`src/rtl/mrx_pkg.sv`:
```
package mrx_pkg;
  typedef enum logic [1:0] {
    SLOT_SYNC = 2'd0,
    SLOT_A    = 2'd1,
    SLOT_B    = 2'd2
  } slot_e;
endpackage

```
`src/rtl/mrx_sync.sv`:
```
module mrx_sync #(
  parameter int STAGES = 2
) (
  input  logic clk,
  input  logic rst,
  input  logic din,
  output logic rise_o,
  output logic fall_o
);
  // STAGES flops for metastability, one more to detect the edge
  logic [STAGES:0] sh_q;

  always_ff @(posedge clk) begin
    if (rst) sh_q <= '0;
    else     sh_q <= {sh_q[STAGES-1:0], din};
  end

  assign rise_o =  sh_q[STAGES-1] & ~sh_q[STAGES];
  assign fall_o = ~sh_q[STAGES-1] &  sh_q[STAGES];
endmodule

```
`src/rtl/mrx_cell.sv`:
```
module mrx_cell #(
  parameter int OVS = 8
) (
  input  logic clk,
  input  logic rst,
  input  logic en,
  input  logic rise,
  input  logic fall,
  output logic bit_vld_o,
  output logic bit_o,
  output logic miss_o
);
  localparam int WIN_LO = (OVS * 3) / 4;
  localparam int WIN_HI = (OVS * 5) / 4;
  localparam int PW     = $clog2(WIN_HI + 1);

  logic [PW-1:0] ph_q;
  logic          track_q;
  logic          edge_w, accept_w, miss_w;

  assign edge_w   = rise | fall;
  // Before tracking starts, take the first edge as a mid-cell edge.
  assign accept_w = edge_w && (!track_q || ph_q >= PW'(WIN_LO));
  assign miss_w   = track_q && !edge_w && ph_q >= PW'(WIN_HI);

  always_ff @(posedge clk) begin
    if (rst || !en) begin
      ph_q      <= '0;
      track_q   <= 1'b0;
      bit_vld_o <= 1'b0;
      bit_o     <= 1'b0;
      miss_o    <= 1'b0;
    end else begin
      bit_vld_o <= accept_w;
      miss_o    <= miss_w;
      if (accept_w) bit_o <= rise;
      if (accept_w) begin
        track_q <= 1'b1;
        ph_q    <= '0;
      end else if (miss_w) begin
        track_q <= 1'b0;
        ph_q    <= '0;
      end else if (track_q) begin
        ph_q    <= ph_q + 1'b1;
      end
    end
  end

  AST_BIT_SPACING: assert property (@(posedge clk) disable iff (rst)
    bit_vld_o |=> !bit_vld_o);
  AST_MISS_NOT_BIT: assert property (@(posedge clk) disable iff (rst)
    !(bit_vld_o && miss_o));
endmodule

```
`src/rtl/mrx_frame.sv`:
```
module mrx_frame
  import mrx_pkg::*;
#(
  parameter int   LOCK_CNT = 8,
  parameter logic SYNC_VAL = 1'b1
) (
  input  logic clk,
  input  logic rst,
  input  logic en,
  input  logic bit_vld,
  input  logic bit_in,
  input  logic miss,
  output logic a_bit_o,
  output logic a_vld_o,
  output logic b_bit_o,
  output logic b_vld_o,
  output logic locked_o,
  output logic sync_stb_o
);
  localparam int CW = $clog2(LOCK_CNT + 1);

  slot_e         slot_q;
  logic [CW-1:0] good_q;

  always_ff @(posedge clk) begin
    if (rst || !en) begin
      slot_q     <= SLOT_SYNC;
      good_q     <= '0;
      locked_o   <= 1'b0;
      a_bit_o    <= 1'b0;
      a_vld_o    <= 1'b0;
      b_bit_o    <= 1'b0;
      b_vld_o    <= 1'b0;
      sync_stb_o <= 1'b0;
    end else begin
      a_vld_o    <= 1'b0;
      b_vld_o    <= 1'b0;
      sync_stb_o <= 1'b0;
      if (miss) begin
        locked_o <= 1'b0;
        good_q   <= '0;
        slot_q   <= SLOT_SYNC;
      end else if (bit_vld) begin
        case (slot_q)
          SLOT_SYNC: begin
            if (bit_in == SYNC_VAL) begin
              sync_stb_o <= 1'b1;
              slot_q     <= SLOT_A;
              if (good_q != CW'(LOCK_CNT)) good_q <= good_q + 1'b1;
              if (good_q >= CW'(LOCK_CNT - 1)) locked_o <= 1'b1;
            end else begin
              // stay in the sync slot: this slips the frame by one bit
              good_q   <= '0;
              locked_o <= 1'b0;
            end
          end
          SLOT_A: begin
            slot_q <= SLOT_B;
            if (locked_o) begin
              a_vld_o <= 1'b1;
              a_bit_o <= bit_in;
            end
          end
          SLOT_B: begin
            slot_q <= SLOT_SYNC;
            if (locked_o) begin
              b_vld_o <= 1'b1;
              b_bit_o <= bit_in;
            end
          end
          default: slot_q <= SLOT_SYNC;
        endcase
      end
    end
  end

  AST_STREAM_NEEDS_LOCK: assert property (@(posedge clk) disable iff (rst)
    (a_vld_o || b_vld_o) |-> locked_o);
  AST_ONE_STROBE: assert property (@(posedge clk) disable iff (rst)
    $onehot0({a_vld_o, b_vld_o, sync_stb_o}));
  AST_LOCK_ON_SYNC: assert property (@(posedge clk) disable iff (rst)
    $rose(locked_o) |-> sync_stb_o);
  AST_MISS_DROPS: assert property (@(posedge clk) disable iff (rst)
    miss |=> !locked_o);
  AST_DISABLED_QUIET: assert property (@(posedge clk) disable iff (rst)
    !en |=> !(locked_o || a_vld_o || b_vld_o || sync_stb_o));
endmodule

```
`src/rtl/manch_rx.sv`:
```
module manch_rx #(
  parameter int   OVS         = 8,
  parameter int   SYNC_STAGES = 2,
  parameter int   LOCK_CNT    = 8,
  parameter logic SYNC_VAL    = 1'b1
) (
  input  logic clk,
  input  logic rst,
  input  logic en_i,
  input  logic line_i,
  output logic a_bit_o,
  output logic a_vld_o,
  output logic b_bit_o,
  output logic b_vld_o,
  output logic locked_o,
  output logic sync_stb_o
);
  logic rise_w, fall_w;
  logic bit_vld_w, bit_w, miss_w;

  mrx_sync #(.STAGES(SYNC_STAGES)) u_sync (
    .clk    (clk),
    .rst    (rst),
    .din    (line_i),
    .rise_o (rise_w),
    .fall_o (fall_w)
  );

  mrx_cell #(.OVS(OVS)) u_cell (
    .clk       (clk),
    .rst       (rst),
    .en        (en_i),
    .rise      (rise_w),
    .fall      (fall_w),
    .bit_vld_o (bit_vld_w),
    .bit_o     (bit_w),
    .miss_o    (miss_w)
  );

  mrx_frame #(.LOCK_CNT(LOCK_CNT), .SYNC_VAL(SYNC_VAL)) u_frame (
    .clk        (clk),
    .rst        (rst),
    .en         (en_i),
    .bit_vld    (bit_vld_w),
    .bit_in     (bit_w),
    .miss       (miss_w),
    .a_bit_o    (a_bit_o),
    .a_vld_o    (a_vld_o),
    .b_bit_o    (b_bit_o),
    .b_vld_o    (b_vld_o),
    .locked_o   (locked_o),
    .sync_stb_o (sync_stb_o)
  );

  AST_RESET_QUIET: assert property (@(posedge clk)
    $past(rst) |-> !(locked_o || a_vld_o || b_vld_o || sync_stb_o));
endmodule

```
`config.mk`:
```
export PLATFORM = sky130hd
export DESIGN_NAME = manch_rx
export DESIGN_NICKNAME = d
export VERILOG_FILES = /design/src/rtl/mrx_pkg.sv /design/src/rtl/mrx_sync.sv /design/src/rtl/mrx_cell.sv /design/src/rtl/mrx_frame.sv /design/src/rtl/manch_rx.sv
export SDC_FILE = /design/constraint.sdc
export NUM_CORES = 1
export LEC_CHECK = 0
export BUFFER_PORTS_ARGS = -buffer_cell sky130_fd_sc_hd__buf_2
export CAP_MARGIN = 20
export CORE_MARGIN = 2
export CORE_UTILIZATION = 50
export CTS_CLUSTER_DIAMETER = 80
export CTS_CLUSTER_SIZE = 12
export DETAILED_ROUTE_END_ITERATION = 10
export GPL_TIMING_DRIVEN = 0
export PLACE_DENSITY = 0.69
export SETUP_SLACK_MARGIN = 0.02
export SLEW_MARGIN = 20
export SYNTH_ARGS = -nofsm -noshare
export SYNTH_HDL_FRONTEND = slang
export SYNTH_HIERARCHICAL = 1
export SYNTH_SLANG_ARGS = --single-unit
```
`constraint.sdc`:
```
create_clock -name clk -period 3.1 [get_ports clk]
set_clock_uncertainty 0.2 [all_clocks]
set_input_delay 0.62 -clock clk [delete_from_list [all_inputs] [get_ports clk]]
set_output_delay 0.62 -clock clk [all_outputs]
set_load 0.02 [all_outputs]
```
==> results.json <==
{
  "max-slew-margin-rel_pct": 67.0,
  "fin_hold_ws_ns": 0.260,
  "netlist.area_leader.share_pct": 44.3,
  "cts.path.max_buffers": 2,
  "start_util_pct": 53.0,
  "r2r_start": "u_cell/ph_q[0]",
  "min_from": "u_sync/sh_q[0]",
  "leakage_nw": 0.426,
  "crit_buf_inv": 1,
  "synth_commonest_cells": "dfxtp_1 (23), nor2b_1 (8), a21oi_1 (7), nor3_1 (7), nor2_1 (6)",
  "syn_area_per_cell_um2": 9.45,
  "power.share.clock_pct": 29.0,
  "synth_edf_count": 0,
  "crit_required_ns": 2.28,
  "worstSetupPathType": "flip-flop to output pin",
  "rsz0062_at_grt": "no",
  "nNetsFinal": 132,
  "die_h_um": 49.6,
  "drt_iter0_drc": 14,
  "first_pass_iters": 4,
  "grt_pass1_vias": 786,
  "vias_per_cell": 5.38,
  "core-area_mm2": 0.00196,
  "rrSetupSlack_ns": 1.55,
  "cts_buffers": 3,
  "yosysSeqAreaShare_pct": 44.3,
  "min_period_ns": 1.73,
  "remaining_drc_errors": 0,
  "die-area_mm2": 0.00246,
  "cp-end-kind": "output pin",
  "overflow": 0,
  "drive_above_1_share_pct": 17.1,
  "crit_slowest_cell": "dfxtp_1",
  "ant_nets": 0,
  "grt_pass1_wl_um": 3140,
  "combPwrFrac_pct": 5.1,
  "rows": 16,
  "powerDensity_mw_per_mm2": 398,
  "tightest_slew_ns": 0.494,
  "drt-total-wl_um": 1750,
  "clock_sinks": 23,
  "grt.total_usage_pct": 16.1,
  "dieWidth_um": 49.6,
  "p_int_mw": 0.356,
  "synthTopCellsByArea": "dfxtp_1 (44%), ha_1 (4.8%), nor2b_1 (4.8%)",
  "hpwlAfterDp_um": 1300,
  "outcome": "completed",
  "arrival_ns": 0.91,
  "path_depth": 1,
  "antenna_found_initial": 0,
  "drv_slew": 0,
  "ys_ff_latch": 23,
  "via_count": 807,
  "switching_share_pct": 21.9,
  "yosysWarnings": 6,
  "cpPeakStageDelay_ns": 0.42,
  "htreeDepth": 1,
  "portBuffers": 9,
  "clk_latency_ns": 0.30,
  "p_switching_mw": 0.100,
  "setup-violations-final": 0,
  "max_freq_ghz": 0.577,
  "hold_depth": 1,
  "syn_area_mm2": 0.00104,
  "synth_nets": 118,
  "crit_chain": "buf_2",
  "seqPwrFrac_pct": 65.9,
  "path_clk_slew_ns": 0.12,
  "utilization_pct": 58.4,
  "cts_setup_buffers": 0,
  "reg2reg_depth": 5,
  "grt_max_degree": 14,
  "synth_cells": 110,
  "cts_tree": "done",
  "cts_hold_buf": 0,
  "finalSetupTns_ns": 0,
  "fin_crit_sh_pct": 55.9,
  "areaGrowthSynthToFinish_pct": 10.2,
  "wl_per_cell_um": 11.6,
  "finalHoldViolations": 0,
  "synth.most_common_cell": "dfxtp_1",
  "ir_drop_mv": 0.306,
  "synthFlopType": "dfxtp_1",
  "min_path_type": "flip-flop to flip-flop",
  "r2r-end": "u_cell/ph_q[1]",
  "setup.worst_path.start_class": "flip-flop",
  "ys_types": 40,
  "path_delay_family": "flip-flops",
  "antenna_cells": 0,
  "whs_endpoint": "u_sync/sh_q[1]",
  "io_pins": 10,
  "cp_max_fo": 4,
  "synthArstFlopShare_pct": 0,
  "post_cts_resized": 0,
  "cts-root-buf": "clkbuf_4",
  "place.gp.congestion": 0.813,
  "drv_cap": 0,
  "synth_top_cell_by_area": "dfxtp_1"
}
## cells by family (layout without fill, tap and decap cells)
kind of cell               Yosys count  after routing  synth area share [%]
muxes                                1              1                 0.963
adders and majority gates            4              4                  4.81
AOI/OAI and AO/OA                   22             22                  14.7
DFF                                 23             23                  44.3
and+or+nand+nor                     51             51                  29.8
xor gates and xnor gates             3              3                  2.53
buffers and inverters                6             19                  2.89
## through the flow
step,setup WS [ns],instance area (um^2),std cells,power [mW]
CTS,1.36,1150,150,0.468
finish,1.37,1150,150,0.456
detailed placement,1.23,1120,146,0.331
global route,1.32,1150,150,0.479
global placement,1.25,1120,146,0.330
floorplan,1.52,1040,110,0.324
## layout by cell type, fill, tap and decap left out, types with 2 or more instances in the layout
cell type and n:
a21boi_0 2, nor2_1 6, clkbuf_4 3, xor2_1 2, nand4b_1 2, a21oi_1 7, o21ai_0 5, dfxtp_1 23
inv_1 3, nor2b_1 8, ha_1 4, nor3_1 7, clkbuf_1 2, nand2b_1 4, nand2_1 4, buf_2 9
nand4_1 4, nand3_1 3
## final cells by class
class,count,area (um^2)
Timing Repair Buffer,9,45.0
Buffer,3,18.8
Multi-Input combinational cell,81,549
Inverter,3,11.3
Fill cell,207,816
Tap cell,27,33.8
Clock inverter,1,5.00
Sequential cell,23,460
Clock buffer,3,22.5
## worst max path at each step
stage / slack (ns) / from / end
final: 1.37 / u_frame/locked_o / locked_o
after global routing: 1.32 / u_frame/locked_o / locked_o
after CTS: 1.36 / u_frame/locked_o / locked_o
after detailed placement: 1.23 / rst / u_frame/locked_o
after global placement: 1.25 / rst / u_frame/locked_o
after floorplan: 1.52 / rst / u_frame/locked_o
## power by group through the flow
stage	Clock (mW)	Combinational (mW)	Sequential [mW]
after global routing	0.151	0.0267	0.301
final	0.132	0.0235	0.300
after CTS	0.143	0.0239	0.301
after detailed placement	0	0.0236	0.307
after global placement	0	0.0231	0.307
after floorplan	0	0.0174	0.307
## sequential cells by signal, summed over array words and instances, names as in the netlist, 2 cells and up
| name | count |
|---|---|
| u_cell/ph_q | 4 |
| u_frame/good_q | 4 |
| u_frame/slot_q | 2 |
| u_sync/sh_q | 3 |
## per-layer routing
metal  track usage, %  wire length [um]  vias to the layer above
li1                 -                 -                      419
met1             18.7               829                      370
met2             28.7               848                       16
met3             2.73                54                        2
met4             7.41                14                        0
met5                0                 0                        -
## worst register-to-register path: cells and delay by family (launching register included)
family,cells,cell delay [ns]
buf+inv,1,0.06
fa+ha+maj,1,0.20
flops,1,0.41
compound gates,3,0.59
(Power assumes the default switching activity.)
